$ cat config.mk
export PLATFORM = sky130hd
export DESIGN_NAME = pipc_compositor
export DESIGN_NICKNAME = d
export VERILOG_FILES = /design/src/rtl/pipc_pkg.sv /design/src/rtl/pipc_shadow.sv /design/src/rtl/pipc_raster.sv /design/src/rtl/pipc_rect.sv /design/src/rtl/pipc_compositor.sv
export SDC_FILE = /design/constraint.sdc
export NUM_CORES = 1
export LEC_CHECK = 0
export BUFFER_PORTS_ARGS = -buffer_cell sky130_fd_sc_hd__buf_2
export CAP_MARGIN = 20
export CORE_ASPECT_RATIO = 1.4
export CORE_MARGIN = 1.5
export CORE_UTILIZATION = 45
export DETAILED_ROUTE_END_ITERATION = 7
export GPL_TIMING_DRIVEN = 0
export PLACE_DENSITY = 0.66
export SETUP_SLACK_MARGIN = 0.2
export SLEW_MARGIN = 20
export SYNTH_ARGS = -nofsm -noshare
export SYNTH_HDL_FRONTEND = slang
export SYNTH_SLANG_ARGS = --single-unit
$ cat constraint.sdc
create_clock -name clk -period 10.2 [get_ports clk]
set_clock_uncertainty 0.2 [all_clocks]
set_input_delay 1.02 -clock clk [delete_from_list [all_inputs] [get_ports clk]]
set_output_delay 1.02 -clock clk [all_outputs]
set_load 0.05 [all_outputs]
$ cat src/rtl/pipc_pkg.sv
package pipc_pkg;

    localparam int OFF_W = 8;
    localparam int NWIN  = 2;
    localparam int WIN_MAIN = 0;
    localparam int WIN_SUB  = 1;

    typedef enum logic [1:0] {
        SRC_LIVE = 2'd0,
        SRC_BG   = 2'd1,
        SRC_MAIN = 2'd2,
        SRC_SUB  = 2'd3
    } src_e;

    typedef enum logic [1:0] {
        FS_NOSYNC = 2'd0,
        FS_ACTIVE = 2'd1,
        FS_HOLD   = 2'd2
    } fstate_e;

    typedef struct packed {
        logic                       pal;
        logic                       bg_en;
        logic [2:0]                 bg_col;
        logic [1:0]                 bg_brt;
        logic [OFF_W-1:0]           bg_hoff;
        logic [OFF_W-1:0]           bg_voff;
        logic [NWIN-1:0]            win_en;
        logic [NWIN-1:0][OFF_W-1:0] win_hoff;
        logic [NWIN-1:0][OFF_W-1:0] win_voff;
        logic [NWIN-1:0][1:0]       win_hred;
        logic [NWIN-1:0][1:0]       win_vred;
    } cfg_t;

endpackage

$ cat src/rtl/pipc_shadow.sv
module pipc_shadow
    import pipc_pkg::*;
(
    input  logic clk,
    input  logic rst_n,
    input  logic load_i,
    input  cfg_t cfg_i,
    output cfg_t cfg_o
);

    // Configuration is copied only at a field start.
    always_ff @(posedge clk or negedge rst_n) begin
        if (!rst_n) begin
            cfg_o <= '0;
        end else if (load_i) begin
            cfg_o <= cfg_i;
        end
    end

endmodule

$ cat src/rtl/pipc_raster.sv
module pipc_raster
    import pipc_pkg::*;
#(
    parameter int CW        = 12,
    parameter int MAX_LINES = 320
) (
    input  logic          clk,
    input  logic          rst_n,
    input  logic          hs_i,
    input  logic          vs_i,
    output logic [CW-1:0] x_o,
    output logic [CW-1:0] y_o,
    output fstate_e       state_o,
    output logic          field_start_o
);

    localparam logic [CW-1:0] X_SAT  = {CW{1'b1}};
    localparam logic [CW-1:0] Y_LAST = CW'(MAX_LINES);

    logic    hs_q, vs_q;
    logic    hs_edge, vs_edge;
    fstate_e st_q, st_d;

    assign hs_edge       = hs_i & ~hs_q;
    assign vs_edge       = vs_i & ~vs_q;
    assign field_start_o = vs_edge;

    always_ff @(posedge clk or negedge rst_n) begin
        if (!rst_n) begin
            hs_q <= 1'b0;
            vs_q <= 1'b0;
        end else begin
            hs_q <= hs_i;
            vs_q <= vs_i;
        end
    end

    // Field state register
    always_ff @(posedge clk or negedge rst_n) begin
        if (!rst_n) begin
            st_q <= FS_NOSYNC;
        end else begin
            st_q <= st_d;
        end
    end

    // Field state transitions
    always_comb begin
        st_d = st_q;
        unique case (st_q)
            FS_NOSYNC: if (vs_edge) st_d = FS_ACTIVE;
            FS_ACTIVE: begin
                if (vs_edge) begin
                    st_d = FS_ACTIVE;
                end else if (hs_edge && (y_o == Y_LAST)) begin
                    st_d = FS_HOLD;
                end
            end
            FS_HOLD:   if (vs_edge) st_d = FS_ACTIVE;
            default:   st_d = FS_NOSYNC;
        endcase
    end

    // Raster position counters
    always_ff @(posedge clk or negedge rst_n) begin
        if (!rst_n) begin
            x_o <= '0;
            y_o <= '0;
        end else begin
            if (vs_edge || hs_edge) begin
                x_o <= '0;
            end else if (x_o != X_SAT) begin
                x_o <= x_o + 1'b1;
            end
            if (vs_edge) begin
                y_o <= '0;
            end else if (hs_edge && (st_q != FS_HOLD) && (y_o != Y_LAST)) begin
                y_o <= y_o + 1'b1;
            end
        end
    end

    assign state_o = st_q;

endmodule

$ cat src/rtl/pipc_rect.sv
module pipc_rect #(
    parameter int CW = 12
) (
    input  logic          en_i,
    input  logic [CW-1:0] x_i,
    input  logic [CW-1:0] y_i,
    input  logic [CW-1:0] x0_i,
    input  logic [CW-1:0] y0_i,
    input  logic [CW-1:0] w_i,
    input  logic [CW-1:0] h_i,
    output logic          hit_o
);

    logic [CW:0] x_end, y_end;
    logic        in_x, in_y;

    always_comb begin
        x_end = {1'b0, x0_i} + {1'b0, w_i};
        y_end = {1'b0, y0_i} + {1'b0, h_i};
        in_x  = (x_i >= x0_i) && ({1'b0, x_i} < x_end);
        in_y  = (y_i >= y0_i) && ({1'b0, y_i} < y_end);
        hit_o = en_i && in_x && in_y;
    end

endmodule

$ cat src/rtl/pipc_compositor.sv
module pipc_compositor
    import pipc_pkg::*;
#(
    parameter int BG_W      = 696,
    parameter int NTSC_H    = 238,
    parameter int PAL_H     = 286,
    parameter int H_BASE    = 140,
    parameter int V_BASE    = 22,
    parameter int MAX_LINES = 320,
    parameter int LVL_W     = 8
) (
    input  logic             clk,
    input  logic             rst_n,
    input  logic             dhs_i,
    input  logic             dvs_i,
    input  logic             pal_i,
    input  logic             bg_en_i,
    input  logic             main_en_i,
    input  logic             sub_en_i,
    input  logic [2:0]       bg_col_i,
    input  logic [1:0]       bg_brt_i,
    input  logic [7:0]       bg_hoff_i,
    input  logic [7:0]       bg_voff_i,
    input  logic [7:0]       main_hoff_i,
    input  logic [7:0]       main_voff_i,
    input  logic [7:0]       sub_hoff_i,
    input  logic [7:0]       sub_voff_i,
    input  logic [1:0]       main_hred_i,
    input  logic [1:0]       main_vred_i,
    input  logic [1:0]       sub_hred_i,
    input  logic [1:0]       sub_vred_i,
    output logic [1:0]       src_o,
    output logic             fblank_o,
    output logic [2:0]       bg_col_o,
    output logic [LVL_W-1:0] bg_lvl_o,
    output logic             rd_main_o,
    output logic             rd_sub_o
);

    localparam int OFF_MAX = (1 << OFF_W) - 1;
    localparam int TALL_H  = (PAL_H > NTSC_H) ? PAL_H : NTSC_H;
    localparam int X_SPAN  = H_BASE + 2 * OFF_MAX + BG_W;
    localparam int Y_SPAN  = V_BASE + 2 * OFF_MAX + TALL_H;
    localparam int XY_SPAN = (X_SPAN > Y_SPAN) ? X_SPAN : Y_SPAN;
    localparam int SPAN    = (XY_SPAN > MAX_LINES) ? XY_SPAN : MAX_LINES;
    localparam int CW      = $clog2(SPAN + 1) + 1;
    localparam int LVL_MAX = (1 << LVL_W) - 1;

    localparam logic [CW-1:0] W_TAB [4] = '{
        CW'(BG_W), CW'(BG_W / 2), CW'(BG_W / 3), CW'(BG_W / 4)
    };
    localparam logic [CW-1:0] HN_TAB [4] = '{
        CW'(NTSC_H), CW'(NTSC_H / 2), CW'(NTSC_H / 3), CW'(NTSC_H / 4)
    };
    localparam logic [CW-1:0] HP_TAB [4] = '{
        CW'(PAL_H), CW'(PAL_H / 2), CW'(PAL_H / 3), CW'(PAL_H / 4)
    };
    localparam logic [LVL_W-1:0] LVL_TAB [4] = '{
        LVL_W'(LVL_MAX * 30 / 100), LVL_W'(LVL_MAX * 50 / 100),
        LVL_W'(LVL_MAX * 70 / 100), LVL_W'(LVL_MAX)
    };

    cfg_t          cfg_in, cfg_q;
    logic [CW-1:0] px, ln;
    fstate_e       fstate;
    logic          field_start;

    always_comb begin
        cfg_in                    = '0;
        cfg_in.pal                = pal_i;
        cfg_in.bg_en              = bg_en_i;
        cfg_in.bg_col             = bg_col_i;
        cfg_in.bg_brt             = bg_brt_i;
        cfg_in.bg_hoff            = bg_hoff_i;
        cfg_in.bg_voff            = bg_voff_i;
        cfg_in.win_en[WIN_MAIN]   = main_en_i;
        cfg_in.win_en[WIN_SUB]    = sub_en_i;
        cfg_in.win_hoff[WIN_MAIN] = main_hoff_i;
        cfg_in.win_voff[WIN_MAIN] = main_voff_i;
        cfg_in.win_hoff[WIN_SUB]  = sub_hoff_i;
        cfg_in.win_voff[WIN_SUB]  = sub_voff_i;
        cfg_in.win_hred[WIN_MAIN] = main_hred_i;
        cfg_in.win_vred[WIN_MAIN] = main_vred_i;
        cfg_in.win_hred[WIN_SUB]  = sub_hred_i;
        cfg_in.win_vred[WIN_SUB]  = sub_vred_i;
    end

    pipc_shadow u_shadow (
        .clk    (clk),
        .rst_n  (rst_n),
        .load_i (field_start),
        .cfg_i  (cfg_in),
        .cfg_o  (cfg_q)
    );

    pipc_raster #(
        .CW        (CW),
        .MAX_LINES (MAX_LINES)
    ) u_raster (
        .clk           (clk),
        .rst_n         (rst_n),
        .hs_i          (dhs_i),
        .vs_i          (dvs_i),
        .x_o           (px),
        .y_o           (ln),
        .state_o       (fstate),
        .field_start_o (field_start)
    );

    // Background rectangle
    logic [CW-1:0] bg_x0, bg_y0, bg_h;
    logic          hit_bg;

    always_comb begin
        bg_x0 = CW'(H_BASE) + CW'(cfg_q.bg_hoff);
        bg_y0 = CW'(V_BASE) + CW'(cfg_q.bg_voff);
        bg_h  = cfg_q.pal ? CW'(PAL_H) : CW'(NTSC_H);
    end

    pipc_rect #(.CW(CW)) u_bg_rect (
        .en_i  (cfg_q.bg_en),
        .x_i   (px),
        .y_i   (ln),
        .x0_i  (bg_x0),
        .y0_i  (bg_y0),
        .w_i   (CW'(BG_W)),
        .h_i   (bg_h),
        .hit_o (hit_bg)
    );

    // Picture windows, placed relative to the background origin
    logic [NWIN-1:0] hit_win;

    generate
        for (genvar w = 0; w < NWIN; w++) begin : g_win
            logic [CW-1:0] wx0, wy0, ww, wh;
            always_comb begin
                wx0 = bg_x0 + CW'(cfg_q.win_hoff[w]);
                wy0 = bg_y0 + CW'(cfg_q.win_voff[w]);
                ww  = W_TAB[cfg_q.win_hred[w]];
                wh  = cfg_q.pal ? HP_TAB[cfg_q.win_vred[w]]
                                : HN_TAB[cfg_q.win_vred[w]];
            end
            pipc_rect #(.CW(CW)) u_win_rect (
                .en_i  (cfg_q.win_en[w]),
                .x_i   (px),
                .y_i   (ln),
                .x0_i  (wx0),
                .y0_i  (wy0),
                .w_i   (ww),
                .h_i   (wh),
                .hit_o (hit_win[w])
            );
        end
    endgenerate

    // Overlap priority: sub, main, background, live
    src_e src_sel;

    always_comb begin
        if (hit_win[WIN_SUB]) begin
            src_sel = SRC_SUB;
        end else if (hit_win[WIN_MAIN]) begin
            src_sel = SRC_MAIN;
        end else if (hit_bg) begin
            src_sel = SRC_BG;
        end else begin
            src_sel = SRC_LIVE;
        end
    end

    // Output register, driven by the field state
    src_e             src_q;
    logic             fb_q, rdm_q, rds_q;
    logic [2:0]       col_q;
    logic [LVL_W-1:0] lvl_q;

    always_ff @(posedge clk or negedge rst_n) begin
        if (!rst_n) begin
            src_q <= SRC_LIVE;
            fb_q  <= 1'b0;
            col_q <= '0;
            lvl_q <= '0;
            rdm_q <= 1'b0;
            rds_q <= 1'b0;
        end else begin
            unique case (fstate)
                FS_ACTIVE: begin
                    src_q <= src_sel;
                    fb_q  <= (src_sel != SRC_LIVE);
                    col_q <= (src_sel == SRC_BG) ? cfg_q.bg_col : 3'd0;
                    lvl_q <= (src_sel == SRC_BG) ? LVL_TAB[cfg_q.bg_brt] : '0;
                    rdm_q <= hit_win[WIN_MAIN];
                    rds_q <= hit_win[WIN_SUB];
                end
                default: begin
                    src_q <= SRC_LIVE;
                    fb_q  <= 1'b0;
                    col_q <= '0;
                    lvl_q <= '0;
                    rdm_q <= 1'b0;
                    rds_q <= 1'b0;
                end
            endcase
        end
    end

    assign src_o     = src_q;
    assign fblank_o  = fb_q;
    assign bg_col_o  = col_q;
    assign bg_lvl_o  = lvl_q;
    assign rd_main_o = rdm_q;
    assign rd_sub_o  = rds_q;

endmodule

Word level (Yosys, flattened, before mapping)

Index checks and enable logic that the tools add are counted.

Add/sub/neg operators: 14
Order comparisons: 17
Equality and inequality tests: 9
Mux-type cells: 43
Bitwise gates (word level): 9
Reductions and logical operators: 22

Operators by type and width:

| kind                                                             | number |
|---|---|
| 12-bit 2-to-1 mux                                                | 18 |
| 12-bit binary-select mux with 2-bit select                       | 6 |
| 12-bit by 13-bit less-than comparator with 1-bit output          | 6 |
| 10-bit by 12-bit adder with 13-bit output                        | 4 |
| 12-bit by 10-bit >= comparator with 1-bit output                 | 4 |
| 9-bit by 8-bit adder with 10-bit output                          | 4 |
| 8-bit 2-to-1 mux                                                 | 4 |
| 12-bit by 1-bit adder with 12-bit output, second input constant  | 2 |
| 12-bit by 9-bit >= comparator with 1-bit output                  | 2 |
| 8-bit binary-select mux with 2-bit select                        | 1 |
| 3-bit >= comparator, second input constant                       | 5 |
| 1-bit logical AND                                                | 15 |
| 2-bit inverter with 3-bit output                                 | 5 |
| 12-bit by 9-bit == test with 1-bit output, second input constant | 1 |
| 2-bit 2-to-1 mux                                                 | 6 |
| 12-bit != test, second input constant                            | 1 |
| 12-bit by 9-bit != test with 1-bit output, second input constant | 1 |
| 9-bit by 10-bit adder with 11-bit output, second input constant  | 1 |
| 9-bit by 9-bit adder with 10-bit output                          | 1 |
| 5-bit by 8-bit adder with 9-bit output, first input constant     | 1 |
| 8-bit by 8-bit adder with 9-bit output, first input constant     | 1 |
| 9-bit 2-to-1 mux                                                 | 1 |
| 3-bit 2-to-1 mux                                                 | 2 |
| 2-bit nonzero test                                               | 3 |
| other kinds (13)                                                 | 19 |

Register bits after elaboration: 109
Bits of input ports: 69
Output and inout bits: 16
Logic and storage cells: 140

Logic depth before layout (Yosys ltp)

Gate-level depths: netlist (run 1).

Depth after elaboration: 14
Depth in mapped cells: 25
Depth with buffers taken out: 25

By module

Synthesis (run 1) repeated with hierarchy kept, for this count alone.

Cell total of the unflattened synthesis: 1368
Area, all modules: 12508.2 sq um

Modules (own cells, without submodules):

| module                          | instances | cells an instance | area an instance (sq um) |
|---|---|---|---|
| pipc_shadow                     | 1         | 137               | 2618.8 |
| pipc_compositor                 | 1         | 282               | 2269.7 |
| pipc_rect (g_win[1].u_win_rect) | 1         | 266               | 2078.2 |
| pipc_rect (u_bg_rect)           | 1         | 261               | 2063.2 |
| pipc_rect (g_win[0].u_win_rect) | 1         | 268               | 2019.4 |
| pipc_raster                     | 1         | 154               | 1458.9 |

Worst setup path before layout (run 1)

No wires, ideal clock.

Path type: register to register
Start: reg u_shadow.cfg_o[43] in the netlist's numbering
End: reg fb_q, in the netlist fblank_o
Data arrival time: 5.262 ns
Data required time: 9.874 ns
Slack: 4.612 ns
Cell stages (with the launch flop): 24
Period minus slack after synthesis: 5.588 ns
Path through: dfrtp_1 inv_1 ha_1 inv_1 a21oi_1 xnor2_1 ha_1 or2_2 a21oi_1 a21oi_2 xor2_1 ha_1 a21o_1 a31oi_1 nor2b_1 o21bai_1 ha_1 a211o_1 a2111oi_1 o21ai_0 or4_1 a211oi_2 nor2_1 a311o_1

Longest elaborated chain between the ends: 10
Elaborated cells on any way between the ends: 23
Classes of those cells: add/sub: 6; order compare: 6; mux: 4; reduce/logical: 7

Ends and longest elaborated chain:

| item                                                                                                                        | RTL line                                | source |
|---|---|---|
| from (decl)                                                                                                                 | pipc_shadow.sv:8                        | `output cfg_t cfg_o` |
| from (signal assigned)                                                                                                      | pipc_shadow.sv:16                       | `cfg_o <= cfg_i;` |
| 5-bit by 8-bit adder with 9-bit output *                                                                                    | pipc_compositor.sv:116                  | `bg_y0 = CW'(V_BASE) + CW'(cfg_q.bg_voff);` |
| 9-bit by 8-bit adder with 10-bit output / 9-bit by 9-bit adder with 10-bit output (equally long branches)                   | pipc_compositor.sv:139, pipc_rect.sv:19 |  |
| 10-bit by 12-bit adder with 13-bit output / 12-bit by 13-bit less-than comparator with 1-bit output (equally long branches) | pipc_rect.sv:19, pipc_rect.sv:21        |  |
| 12-bit by 13-bit less-than comparator with 1-bit output / 1-bit logical AND (equally long branches)                         | pipc_rect.sv:21                         | `in_y = (y_i >= y0_i) && ({1'b0, y_i} < y_end);` |
| 1-bit logical AND (on tied branches)                                                                                        | pipc_rect.sv:21, pipc_rect.sv:22        |  |
| 1-bit logical AND / 1-bit 2-to-1 mux (equally long branches)                                                                | pipc_rect.sv:22, pipc_compositor.sv:165 |  |
| 2-bit 2-to-1 mux                                                                                                            | pipc_compositor.sv:163                  | `end else if (hit_win[WIN_MAIN]) begin` |
| 2-bit 2-to-1 mux *                                                                                                          | pipc_compositor.sv:161                  | `if (hit_win[WIN_SUB]) begin` |
| 2-bit nonzero test *                                                                                                        | pipc_compositor.sv:190                  | `fb_q <= (src_sel != SRC_LIVE);` |
| 1-bit 2-to-1 mux *                                                                                                          | pipc_compositor.sv:187                  | `unique case (fstate)` |
| to (signal assigned)                                                                                                        | pipc_compositor.sv:190                  |  |
| to (decl)                                                                                                                   | pipc_compositor.sv:174                  | `logic fb_q, rdm_q, rds_q;` |

Mark *: on every way between the ends. The rest lies on a longest branch, timed or not.
A chain may end at the register's enable or synchronous reset.

Worst setup path in the final report (run 1)

Same ends and word-level chain as after synthesis.

==> summary.md, run 1 <==
| Metric | Value |
|---|---|
| Total inserted antenna cells | 0 |
| Count of unique library cells instantiated by Yosys | 79 |
| Critical path capture point type | register |
| Number of maximum-capacitance constraint violations | 0 |
| Net Switching | 1.207 mW |
| Internal power component | 1.472 mW |
| Antenna violations before repair | 0 |
| Logic gate share of total power | 67.5% |
| Global-route usage over all layers | 22.70% |
| Path type of the worst min-delay path | reg2reg |
| Total clock buffers created by CTS | 9 |
| Number of detailed-route iterations in the first pass | 4 |
| Worst slew slack as a fraction of its limit | 34.27% |
| Initial core utilization | 45.50% |
| Share of layout cells above drive strength 1 | 15.96% |
| Net count of the finished layout | 1462 |
| Run status | finished clean |
| Via count normalized by instance count | 5.432 |
| TritonCTS clock tree | done |
| CTS hold repair buffers | 0 |
| Synthesized cell area | 10210 um2 |
| Clock net sink count | 105 |
| Core area | 22450 um2 |
| P per Cell Area | 236.5 nW/um2 |
| Arrival time reported for the critical path endpoint | 6900 ps |
| GR Layer Usage met3 | 2.754% |
| Multi-input logic area | 7088 um2 |
| Top flip-flop cell by instance count after synthesis | sky130_fd_sc_hd__dfrtp_1 |
| Pin count of the biggest net entering global routing | 54 |
| Clock Tree Root | sky130_fd_sc_hd__clkbuf_16 |
| Largest driver fanout on the critical path | 7 |
| Mean area per synthesized cell | 9.301 um2 |
| Sequential cell area | 2628 um2 |
| Max Root-Sink Buffers | 2 |
| Most frequent standard cell in the layout excluding fill and tap cells | sky130_fd_sc_hd__ha_1 |
| Met2 Resource Use GR | 40.99% |
| Critical Path Most Common Cell | sky130_fd_sc_hd__ha_1 |
| Final hold vios | 0 |
| Setup repair after global routing missed its margin | no |
| Die span in x | 130.3 um |
| Most Crowded Layer GR | met2 |
| IO Pins | 85 |
| Highest Clock Rate | 145.7 MHz |
| Weighted congestion reported at the end of routability-driven placement | 0.8734 |
| Highest-delay cell along the critical path | sky130_fd_sc_hd__xnor2_1 |
| Die Outline Area | 23620 um2 |
| Final routed DRC violation total | 0 |
| Number of enable flip-flop cells after synthesis | 0 |
| Die Height | 181.2 um |
| Layout-stage area growth over the synthesis result | 10.92% |
| Setup TNS Final | 0 ps |
| Part of the Yosys area used for sequential elements | 25.73% |
| Initial DRC Count | 333 |
| Commonest cells after routing, fill and taps aside | sky130_fd_sc_hd__ha_1 (193), sky130_fd_sc_hd__dfrtp_1 (105), sky130_fd_sc_hd__inv_1 (98) |
| Vias in the first global route | 8283 |
| Sw frac | 45.05% |
| Source-to-sink clock delay at the later pin of the worst-skew pair | 380 ps |
| Overflow after GRT | 0 |
| Via Count | 8137 |
| Count of nets left with antenna violations after detail routing | 0 |
| DPL Wire Length | 20390 um |
| Overall routed net length | 25180 um |
| Number of placement rows | 65 |
| Async set-reset flop share out of synthesis | 100.0% |
| Final Total Pwr | 2.679 mW |
| Share of the cycle needed by the critical path after routing | 67.27% |
| Number of gates resized after cts | 0 |
| Number of warning messages in the yosys log | 0 |
| Pleak | 5.696 nW |
| Portion of total power attributed to sequential cells | 19.2% |
| Req. time, crit path | 10240 ps |
| Number of pins with negative max-slew slack in the final report | 0 |
| Wire length of the first global-routing pass | 41180 um |
| CP startpoint kind | register |
| Filler cells | 2193 |
| Final critical path time including I/O delays and setup | 6861 ps |
| Input/output buffers | 84 |
| Global Route met1 Usage | 25.47% |
| Final critical-path setup slack | 3339 ps |
| Flip-flop and latch count after synthesis | 105 |
| Total number of H-tree levels | 3 |
| Clock Pin Slew Worst Setup and Hold Paths | 70 ps |
| Count of final setup violators | 0 |
| Count of mapped cells out of synthesis | 1098 |
| R2R Setup Slk | 3340 ps |
| Actual transition at the worst max-transition pin | 986.0 ps |
| Critical Setup Path Class | reg2reg |
| Largest vdd supply drop | 0.1022 mV |
| Net Count, Synth | 1366 |
| Critical path cell sequence | inv_1, ha_1, inv_1, a21oi_1, xnor2_1, ha_1, or2_2, a21oi_1, a21oi_2, xor2_1, ha_1, a21o_1, a31oi_1, nor2b_1, o21bai_1, ha_1, a211o_1, a2111oi_1, o21ai_0, or4_1, a211oi_2, nor2_1, a311o_1 |
| Average detailed-routed wire length per instance | 16.81 um |
| Largest incremental delay on the critical path | 600 ps |
| Post-place setup slack | 3333 ps |
| Post-CTS setup buffer count | 0 |
| Power share of the clock group | 13.3% |
state kept, by name (all words and copies together) (netlist names):
signal / count
u_raster.state_o: 2
u_raster.y_o: 12
src_o: 2
rd_main_o: 1
u_raster.hs_q: 1
rd_sub_o: 1
u_shadow.cfg_o: 65
u_raster.x_o: 12
bg_col_o: 3
bg_lvl_o: 4
fblank_o: 1
u_raster.vs_q: 1
routing by layer:
layer  up-vias  share of wire [%]
met5         -                  0
met4         0                5.3
met3        53                2.1
met2       126                 52
met1      3850                 41
li1       4108                  -
critical path, delay by kind of cell, from the launching register on:
| family | cells | cell delay (ps) |
|---|---|---|
| AO/OA/AOI/OAI | 11 | 2340 |
| adder cells (fa/ha/maj) | 4 | 1340 |
| AND/OR/NAND/NOR | 4 | 1080 |
| XOR/XNOR | 2 | 940 |
| flip-flops | 1 | 520 |
| buffers and inverters | 2 | 340 |
power by group through the flow:
stage	Sequential, mW	Clock, mW	Combinational (mW)
2_1_floorplan	0.505	0	1.45
3_3_place_gp	0.522	0	1.75
3_5_place_dp	0.523	0	1.79
4_1_cts	0.515	0.370	1.81
5_1_grt	0.522	0.386	2.08
6_report	0.514	0.357	1.81
stage by stage:
step	util [%]	std cells	hold WS [ps]	cell area [um2]
after floorplan	-	1098	249.4	10210
after CTS	50.46	1498	284.8	11330
after global routing	50.46	1498	312.7	11330
after detailed placement	49.20	1484	273.7	11040
final	50.46	1498	282.4	11330
after global placement	49.05	1483	259.0	11010
final cells by class:
class	instances	share of cell area, %
buffer	22	1.038
clock buffer	9	1.988
clock inverter	5	0.5192
inverter	101	3.347
multi-input combinational	870	62.58
sequential	105	23.20
tap	301	3.325
timing repair buffer	85	4.010
worst paths after layout:
path,start,end,cells after the start
min in group asynchronous,rst_n,u_shadow.cfg_o[26],1
max in group asynchronous,rst_n,rd_sub_o,2
worst max register to register,u_shadow.cfg_o[43],fblank_o,23
worst min-delay path,u_shadow.cfg_o[59],bg_lvl_o[6],1
worst min register to register,u_shadow.cfg_o[59],bg_lvl_o[6],1
worst max-delay path,u_shadow.cfg_o[43],fblank_o,23
cells by family after synthesis:
kind of cell	share of synthesized area, %
simple gates	12.64
flops	25.73
fa+ha+maj	25.25
mux	5.709
compound gates	17.73
buf+inv	4.864
xor+xnor	8.074
cell usage after synthesis, types with 3 or more instances:
cell                          n  share of area (%)
sky130_fd_sc_hd__nand4_1      9               0.55
sky130_fd_sc_hd__nand3_1     20               0.98
sky130_fd_sc_hd__and3_1      10               0.61
sky130_fd_sc_hd__maj3_2       3               0.33
sky130_fd_sc_hd__o2111ai_1    6               0.51
sky130_fd_sc_hd__o21bai_1     8               0.59
sky130_fd_sc_hd__nor2b_1     15               0.92
sky130_fd_sc_hd__a2111oi_0    3               0.26
sky130_fd_sc_hd__ha_1       193                 24
sky130_fd_sc_hd__nor4_1       4               0.24
sky130_fd_sc_hd__a31oi_1      9               0.55
sky130_fd_sc_hd__nor3_1      17               0.83
sky130_fd_sc_hd__a21oi_1     67                3.3
sky130_fd_sc_hd__mux2_2      50                5.5
sky130_fd_sc_hd__o21ai_1      7               0.34
sky130_fd_sc_hd__o211ai_1     7               0.51
sky130_fd_sc_hd__xor2_1      42                3.6
sky130_fd_sc_hd__o21ai_0     57                2.8
sky130_fd_sc_hd__a21o_1      37                2.7
sky130_fd_sc_hd__a21boi_0     4               0.29
sky130_fd_sc_hd__and2_1       7               0.43
sky130_fd_sc_hd__nand2_1     58                2.1
sky130_fd_sc_hd__buf_1        4               0.15
sky130_fd_sc_hd__or3_1       12               0.74
sky130_fd_sc_hd__clkbuf_1    10               0.37
sky130_fd_sc_hd__nand3b_1     4               0.29
sky130_fd_sc_hd__dfrtp_1    105                 26
sky130_fd_sc_hd__fa_1         6                1.2
sky130_fd_sc_hd__buf_4        5               0.37
sky130_fd_sc_hd__o22ai_1      3               0.18
sky130_fd_sc_hd__a21oi_2      3               0.26
sky130_fd_sc_hd__xnor2_1     47                4.0
sky130_fd_sc_hd__a211oi_2     3               0.37
sky130_fd_sc_hd__inv_1       98                3.6
sky130_fd_sc_hd__or2_2        7               0.43
sky130_fd_sc_hd__nor2_1      56                2.1
sky130_fd_sc_hd__a211oi_1    11               0.81
sky130_fd_sc_hd__nand2b_1    19                1.2
sky130_fd_sc_hd__o21a_1      19                1.4
(Power assumes the default switching activity.)
==> inputs of run 2 (changes only) <==
Settings changed: PLACE_DENSITY 0.66 to 0.68.
Clock period 10.2 ns to 6.28 ns, I/O delays scaled along.
==> summary.md, run 2 (same netlist as run 1, synthesis figures left out) <==
| Metric | Value |
|---|---|
| CP startpoint kind | register |
| Max Root-Sink Buffers | 2 (unchanged) |
| Req. time, crit path | 6320 ps (-3920 ps) |
| Global-route usage over all layers | 22.95% (+0.25 points) |
| Start of the worst register-to-register path | u_shadow.cfg_o[43] |
| Largest Register | u_shadow.cfg_o |
| Final critical path time including I/O delays and setup | 5844 ps (-1017 ps) |
| Die span in x | 130.3 um (unchanged) |
| Weighted congestion reported at the end of routability-driven placement | 0.8916 (+2.1%) |
| Critical path capture point type | register |
| Vias in the first global route | 8378 (+1.1%) |
| Number of maximum-capacitance constraint violations | 0 (unchanged) |
| Actual transition at the worst max-transition pin | 950.1 ps (-35.89 ps) |
| Final hold vios | 0 (unchanged) |
| Post-place setup slack | -572.0 ps (-3905 ps) |
| Net Switching | 2.009 mW (+66%) |
| Number of detailed-route iterations in the first pass | 4 (unchanged) |
| Share of layout cells above drive strength 1 | 18.96% (+3.0 points) |
| Initial DRC Count | 322 (-3.3%) |
| Worst hold start | dhs_i |
| Worst slew slack as a fraction of its limit | 36.66% (+2.4 points) |
| Most Crowded Layer GR | met2 |
| Antenna violations before repair | 0 (unchanged) |
| Die Height | 181.2 um (unchanged) |
| Most frequent standard cell in the layout excluding fill and tap cells | sky130_fd_sc_hd__ha_1 |
| Net count of the finished layout | 1472 (+0.68%) |
| Clock Tree Root | sky130_fd_sc_hd__clkbuf_16 |
| Count of nets left with antenna violations after detail routing | 0 (unchanged) |
| Filler cells | 2167 (-1.2%) |
| Via Count | 8260 (+1.5%) |
| Input/output buffers | 84 (unchanged) |
| Total number of H-tree levels | 3 (unchanged) |
| Via count normalized by instance count | 5.474 (+0.77%) |
| Combined buffer and inverter count along the critical path | 0 (-2) |
| Run status | finished clean |
| Die Outline Area | 23620 um2 (unchanged) |
| Largest driver fanout on the critical path | 6 (-1) |
| End-of-flow core utilization | 51.61% (+1.1 points) |
| Sw frac | 44.99% (-0.057 points) |
| Logic gate share of total power | 68.0% (+0.5 points) |
| Registers with the most flip-flops | u_shadow.cfg_o x65, u_raster.x_o x12, u_raster.y_o x12 |
| Core area | 22450 um2 (unchanged) |
| Highest-delay cell along the critical path | sky130_fd_sc_hd__or4_4 |
| Setup repair after global routing missed its margin | no |
| Pleak | 5.782 nW (+1.5%) |
| R2R Setup Slk | 440 ps (-2900 ps) |
| Final critical-path setup slack | 435.7 ps (-2903 ps) |
| DPL Wire Length | 20670 um (+1.4%) |
| Pin count of the biggest net entering global routing | 77 (+43%) |
| Critical path's top delay family | compound AO/OA/AOI/OAI gates |
| Portion of total power attributed to sequential cells | 18.8% (-0.4 points) |
| Layout-stage area growth over the synthesis result | 13.43% |
| Final routed DRC violation total | 0 (unchanged) |
| IO Pins | 85 (unchanged) |
| Power share of the clock group | 13.1% (-0.2 points) |
| Critical path cell sequence | o21a_2, xnor2_2, ha_1, and3_1, a21oi_1, a21oi_2, xor2_2, ha_1, a21o_1, a31oi_2, nor2b_1, o21bai_1, ha_1, a211o_1, a2111oi_2, o21ai_0, or4_4, a211oi_4, nor2_1, a311o_1 |
| TritonCTS clock tree | done |
| Critical Path Source | u_shadow.cfg_o[43] |
| Arrival time reported for the critical path endpoint | 5890 ps (-1010 ps) |
| P per Cell Area | 385.5 nW/um2 (+63%) |
| Highest Clock Rate | 171.1 MHz (+17%) |
| GR Layer Usage met3 | 2.635% (-0.12 points) |
| Path type of the worst min-delay path | in2reg |
| Largest vdd supply drop | 0.1504 mV (+47%) |
| Final Total Pwr | 4.465 mW (+67%) |
| Source-to-sink clock delay at the later pin of the worst-skew pair | 370 ps (about the same) |
| Global Route met1 Usage | 25.64% (+0.17 points) |
| Clock Pin Slew Worst Setup and Hold Paths | 70 ps (about the same) |
| Count of final setup violators | 0 (unchanged) |
| Initial core utilization | 45.50% (unchanged) |
| Total inserted antenna cells | 0 (unchanged) |
| Total clock buffers created by CTS | 9 (unchanged) |
| Critical Path Most Common Cell | sky130_fd_sc_hd__ha_1 |
| Commonest cells after routing, fill and taps aside | sky130_fd_sc_hd__ha_1 (188), sky130_fd_sc_hd__dfrtp_1 (103), sky130_fd_sc_hd__inv_1 (95) |
| Critical Setup Path Class | reg2reg |
| Max FFs per register | 65 (unchanged) |
| Number of pins with negative max-slew slack in the final report | 0 (unchanged) |
| Number of placement rows | 65 (unchanged) |
| Average detailed-routed wire length per instance | 17.15 um (+2.1%) |
| Largest incremental delay on the critical path | 510 ps (-90 ps) |
| Overflow after GRT | 0 (unchanged) |
| Wire length of the first global-routing pass | 41790 um (+1.5%) |
| Internal power component | 2.456 mW (+67%) |
| Share of the cycle needed by the critical path after routing | 93.06% (+26 points) |
| Met2 Resource Use GR | 41.31% (+0.32 points) |
| Overall routed net length | 25880 um (+2.8%) |
| Clock net sink count | 105 (unchanged) |
| Setup TNS Final | 0 ps (unchanged) |
run 2: cell types whose count changed in the layout (fill, tap and decap cells not counted), sizes merged:
cell         before  now
buf              96  105
clkbuf           20   21
clkinv            3    2
clkinvlp          2    4
dlygate4sd3       0    1
inv             100   99
run 2: per-layer routing:
layer	routed length [um]	up-vias
li1	-	4140
met1	10340	3929
met2	13420	129
met3	649	62
met4	1466	0
met5	0	-
run 2: cell type report:
cell class	count	area [um2]	share of cell area, %
Multi-Input combinational cell	870	7258	62.66
Inverter	101	382.9	3.305
Sequential cell	105	2630	22.70
Clock buffer	10	229.0	1.977
Tap cell	301	376.6	3.251
Timing Repair Buffer	95	531.8	4.591
Buffer	22	117.6	1.015
Clock inverter	5	57.56	0.4969
run 2: path summary, 6_finish.rpt:
check,endpoint,cells after the start
worst max-delay path,fblank_o,20
worst max register to register,fblank_o,20
max in group asynchronous,u_shadow.cfg_o[52],3
worst min register to register,bg_col_o[0],1
min in group asynchronous,u_shadow.cfg_o[16],2
worst min-delay path,u_raster.hs_q,1
run 2: what timing repair did:
action                                  in CTS  in global routing
hold buffers                                 1                  0
buffers inserted                             4                  5
gates resized for setup                     13                 21
hold endpoints to repair                    29                  0
endpoints found under the setup margin      11                 11
gates cloned                                 0                  0
pin swaps                                    2                  3
run 2: power groups by stage:
stage          Combinational, mW  Sequential [mW]  Clock (mW)
2_1_floorplan               2.35            0.820           0
3_3_place_gp                2.83            0.847           0
3_5_place_dp                2.92            0.851           0
4_1_cts                     2.98            0.840       0.603
5_1_grt                     3.47            0.854       0.626
6_report                    3.04            0.842       0.586
run 2: per-stage QoR:
stage	hold WS, ps	area (um2)	instances
floorplan	132.4	10210	1098
global placement	255.6	11010	1483
detailed placement	267.2	11040	1484
CTS	163.5	11450	1504
global route	171.7	11580	1509
finish	177.6	11580	1509
==> inputs of run 3 (changes only) <==
Settings changed: CORE_ASPECT_RATIO 1.4 to not set, CORE_MARGIN 1.5 to 4.
==> summary.md, run 3 (same netlist as run 1, synthesis figures left out) <==
| Metric | Value |
|---|---|
| Initial DRC Count | 371 (+15%) |
| Final critical path time including I/O delays and setup | 5876 ps (+32.17 ps) |
| P per Cell Area | 388.4 nW/um2 (+0.76%) |
| Number of detailed-route iterations in the first pass | 5 (+1) |
| Total clock buffers created by CTS | 9 (unchanged) |
| Largest driver fanout on the critical path | 5 (-1) |
| Global-route usage over all layers | 20.28% (-2.7 points) |
| Clock net sink count | 105 (unchanged) |
| Total inserted antenna cells | 0 (unchanged) |
| TritonCTS clock tree | done |
| Sequential cell area | 2630 um2 (unchanged) |
| Number of maximum-capacitance constraint violations | 0 (unchanged) |
| Filler cells | 2043 (-5.7%) |
| CP startpoint kind | register |
| Max FFs per register | 65 (unchanged) |
| IO Pins | 85 (unchanged) |
| Final Cell Area | 11490 um2 (-0.81%) |
| Critical Setup Path Class | reg2reg |
| Share of layout cells above drive strength 1 | 18.29% (-0.67 points) |
| Path type of the worst min-delay path | in2reg |
| Arrival time reported for the critical path endpoint | 5900 ps (about the same) |
| Final hold vios | 0 (unchanged) |
| Die span in x | 158.6 um (+22%) |
| Max Root-Sink Buffers | 2 (unchanged) |
| Via count normalized by instance count | 5.584 (+2.0%) |
| Overall routed net length | 24740 um (-4.4%) |
| Pin count of the biggest net entering global routing | 66 (-14%) |
| Layout-stage area growth over the synthesis result | 12.51% |
| Count of nets left with antenna violations after detail routing | 0 (unchanged) |
| Input/output buffers | 84 (unchanged) |
| Cell area after placement | 11020 um2 (-0.24%) |
| Net count of the finished layout | 1466 (-0.41%) |
| Average detailed-routed wire length per instance | 16.68 um (-2.7%) |
| Req. time, crit path | 6310 ps (about the same) |
| Die Height | 158.6 um (-12%) |
| Weighted congestion reported at the end of routability-driven placement | 0.8668 (-2.8%) |
| Setup repair after global routing missed its margin | no |
| Largest Register | u_shadow.cfg_o |
| Placed instance count | 1463 (-1.4%) |
| DPL Wire Length | 20080 um (-2.9%) |
| Finished Layout Cells | 1483 (-1.7%) |
| Clock Tree Root | sky130_fd_sc_hd__clkbuf_16 |
| Highest Clock Rate | 170.2 MHz (-0.55%) |
| Multi-input logic area | 7236 um2 (-0.31%) |
| Total number of H-tree levels | 3 (unchanged) |
| Source-to-sink clock delay at the later pin of the worst-skew pair | 370 ps (about the same) |
| Commonest cells after routing, fill and taps aside | sky130_fd_sc_hd__ha_1 (190), sky130_fd_sc_hd__dfrtp_1 (103), sky130_fd_sc_hd__inv_1 (96) |
| Run status | finished clean |
| Actual transition at the worst max-transition pin | 997.0 ps (+46.90 ps) |
| Antenna violations before repair | 0 (unchanged) |
| Core area | 22090 um2 (-1.6%) |
| Most frequent standard cell in the layout excluding fill and tap cells | sky130_fd_sc_hd__ha_1 |
| Count of final setup violators | 0 (unchanged) |
| Worst slew slack as a fraction of its limit | 33.53% (-3.1 points) |
| Share of the cycle needed by the critical path after routing | 93.57% (+0.51 points) |
| Vias in the first global route | 8198 (-2.1%) |
| Die Outline Area | 25170 um2 (+6.6%) |
| Pleak | 5.759 nW (-0.39%) |
| Number of placement rows | 54 (-17%) |
| Registers with the most flip-flops | u_shadow.cfg_o x65, u_raster.x_o x12, u_raster.y_o x12 |
| Via Count | 8281 (+0.25%) |
| Final Total Pwr | 4.463 mW (about the same) |
| Final routed DRC violation total | 0 (unchanged) |
| Clock Pin Slew Worst Setup and Hold Paths | 70 ps (about the same) |
| Largest vdd supply drop | 0.2141 mV (+42%) |
| Number of pins with negative max-slew slack in the final report | 0 (unchanged) |
| Setup TNS Final | 0 ps (unchanged) |
| Wire length of the first global-routing pass | 40480 um (-3.1%) |
| Critical path capture point type | register |
| Initial core utilization | 46.22% (+0.73 points) |
| Overflow after GRT | 0 (unchanged) |
run 3: layer usage:
layer  GRT usage [%]  share of wire, %  vias to the layer above
met4           4.671               1.4                        0
li1                -                 -                     4141
met1           28.56                48                     3936
met2           33.22                46                      174
met3           2.745               4.4                       30
met5               0                 0                        -
run 3: power breakdown:
part / internal [mW] / switching (mW)
clock network: 0.278 / 0.291
registers: 0.750 / 0.0915
logic: 1.39 / 1.66
total: 2.42 / 2.04
run 3: final timing paths:
check / start / cells past startpoint / end / slack (ps)
setup / recovery: u_shadow.cfg_o[52] / 24 / fblank_o / 400
hold / removal: dvs_i / 1 / u_raster.vs_q / 180
setup reg to reg: u_shadow.cfg_o[52] / 24 / fblank_o / 400
hold reg to reg: u_shadow.cfg_o[61] / 1 / bg_col_o[1] / 280
max in group asynchronous: rst_n / 3 / u_raster.hs_q / 4670
min in group asynchronous: rst_n / 2 / u_shadow.cfg_o[11] / 540
run 3: what timing repair did:
action | CTS | global route
buffers inserted | 2 | 1
pin swaps | 2 | 1
endpoints found under the hold margin | 40 | 0
resized for setup | 16 | 16
hold buffers | 1 | 0
gates cloned | 0 | 0
endpoints found under the setup margin | 11 | 11
run 3: per-stage QoR:
step / utilization (%) / hold slack [ps] / setup WS [ps]
3_3_place_gp: 49.71 / 256.1 / -277.7
3_5_place_dp: 49.86 / 264.7 / -368.6
5_1_grt: 52.00 / 176.7 / 211.9
2_1_floorplan: - / 132.4 / 691.8
6_report: 52.00 / 183.3 / 403.6
4_1_cts: 51.68 / 170.1 / 233.2
run 3: layout make-up:
cell class,instances,area share [%]
well taps,280,3.049
clock buffers,9,1.960
plain buffers,22,1.024
clock inverters,7,0.5227
repair buffers,89,4.236
multi-input cells,870,62.97
flip-flops and latches,105,22.89
inverters,101,3.343
run 3: worst max-delay path: stages (launching register included):
cell                        delay [ps]
sky130_fd_sc_hd__dfrtp_2           450
sky130_fd_sc_hd__inv_2             130
sky130_fd_sc_hd__ha_1              230
sky130_fd_sc_hd__xor2_2            250
sky130_fd_sc_hd__inv_1             160
sky130_fd_sc_hd__ha_2              420
sky130_fd_sc_hd__o211ai_2          110
sky130_fd_sc_hd__a21oi_2           180
sky130_fd_sc_hd__nor2_2             90
sky130_fd_sc_hd__xnor2_2           150
sky130_fd_sc_hd__ha_1              340
sky130_fd_sc_hd__a21oi_1           170
sky130_fd_sc_hd__o21ai_0           160
sky130_fd_sc_hd__a21o_1            210
sky130_fd_sc_hd__a21oi_1           170
sky130_fd_sc_hd__xor2_1            180
sky130_fd_sc_hd__ha_1              260
sky130_fd_sc_hd__nand2_1            60
sky130_fd_sc_hd__o22ai_1            60
sky130_fd_sc_hd__a2111oi_1         380
sky130_fd_sc_hd__o21ai_1           120
sky130_fd_sc_hd__or4_4             520
sky130_fd_sc_hd__a211oi_4          240
sky130_fd_sc_hd__nor2_1            110
sky130_fd_sc_hd__a311o_1           370
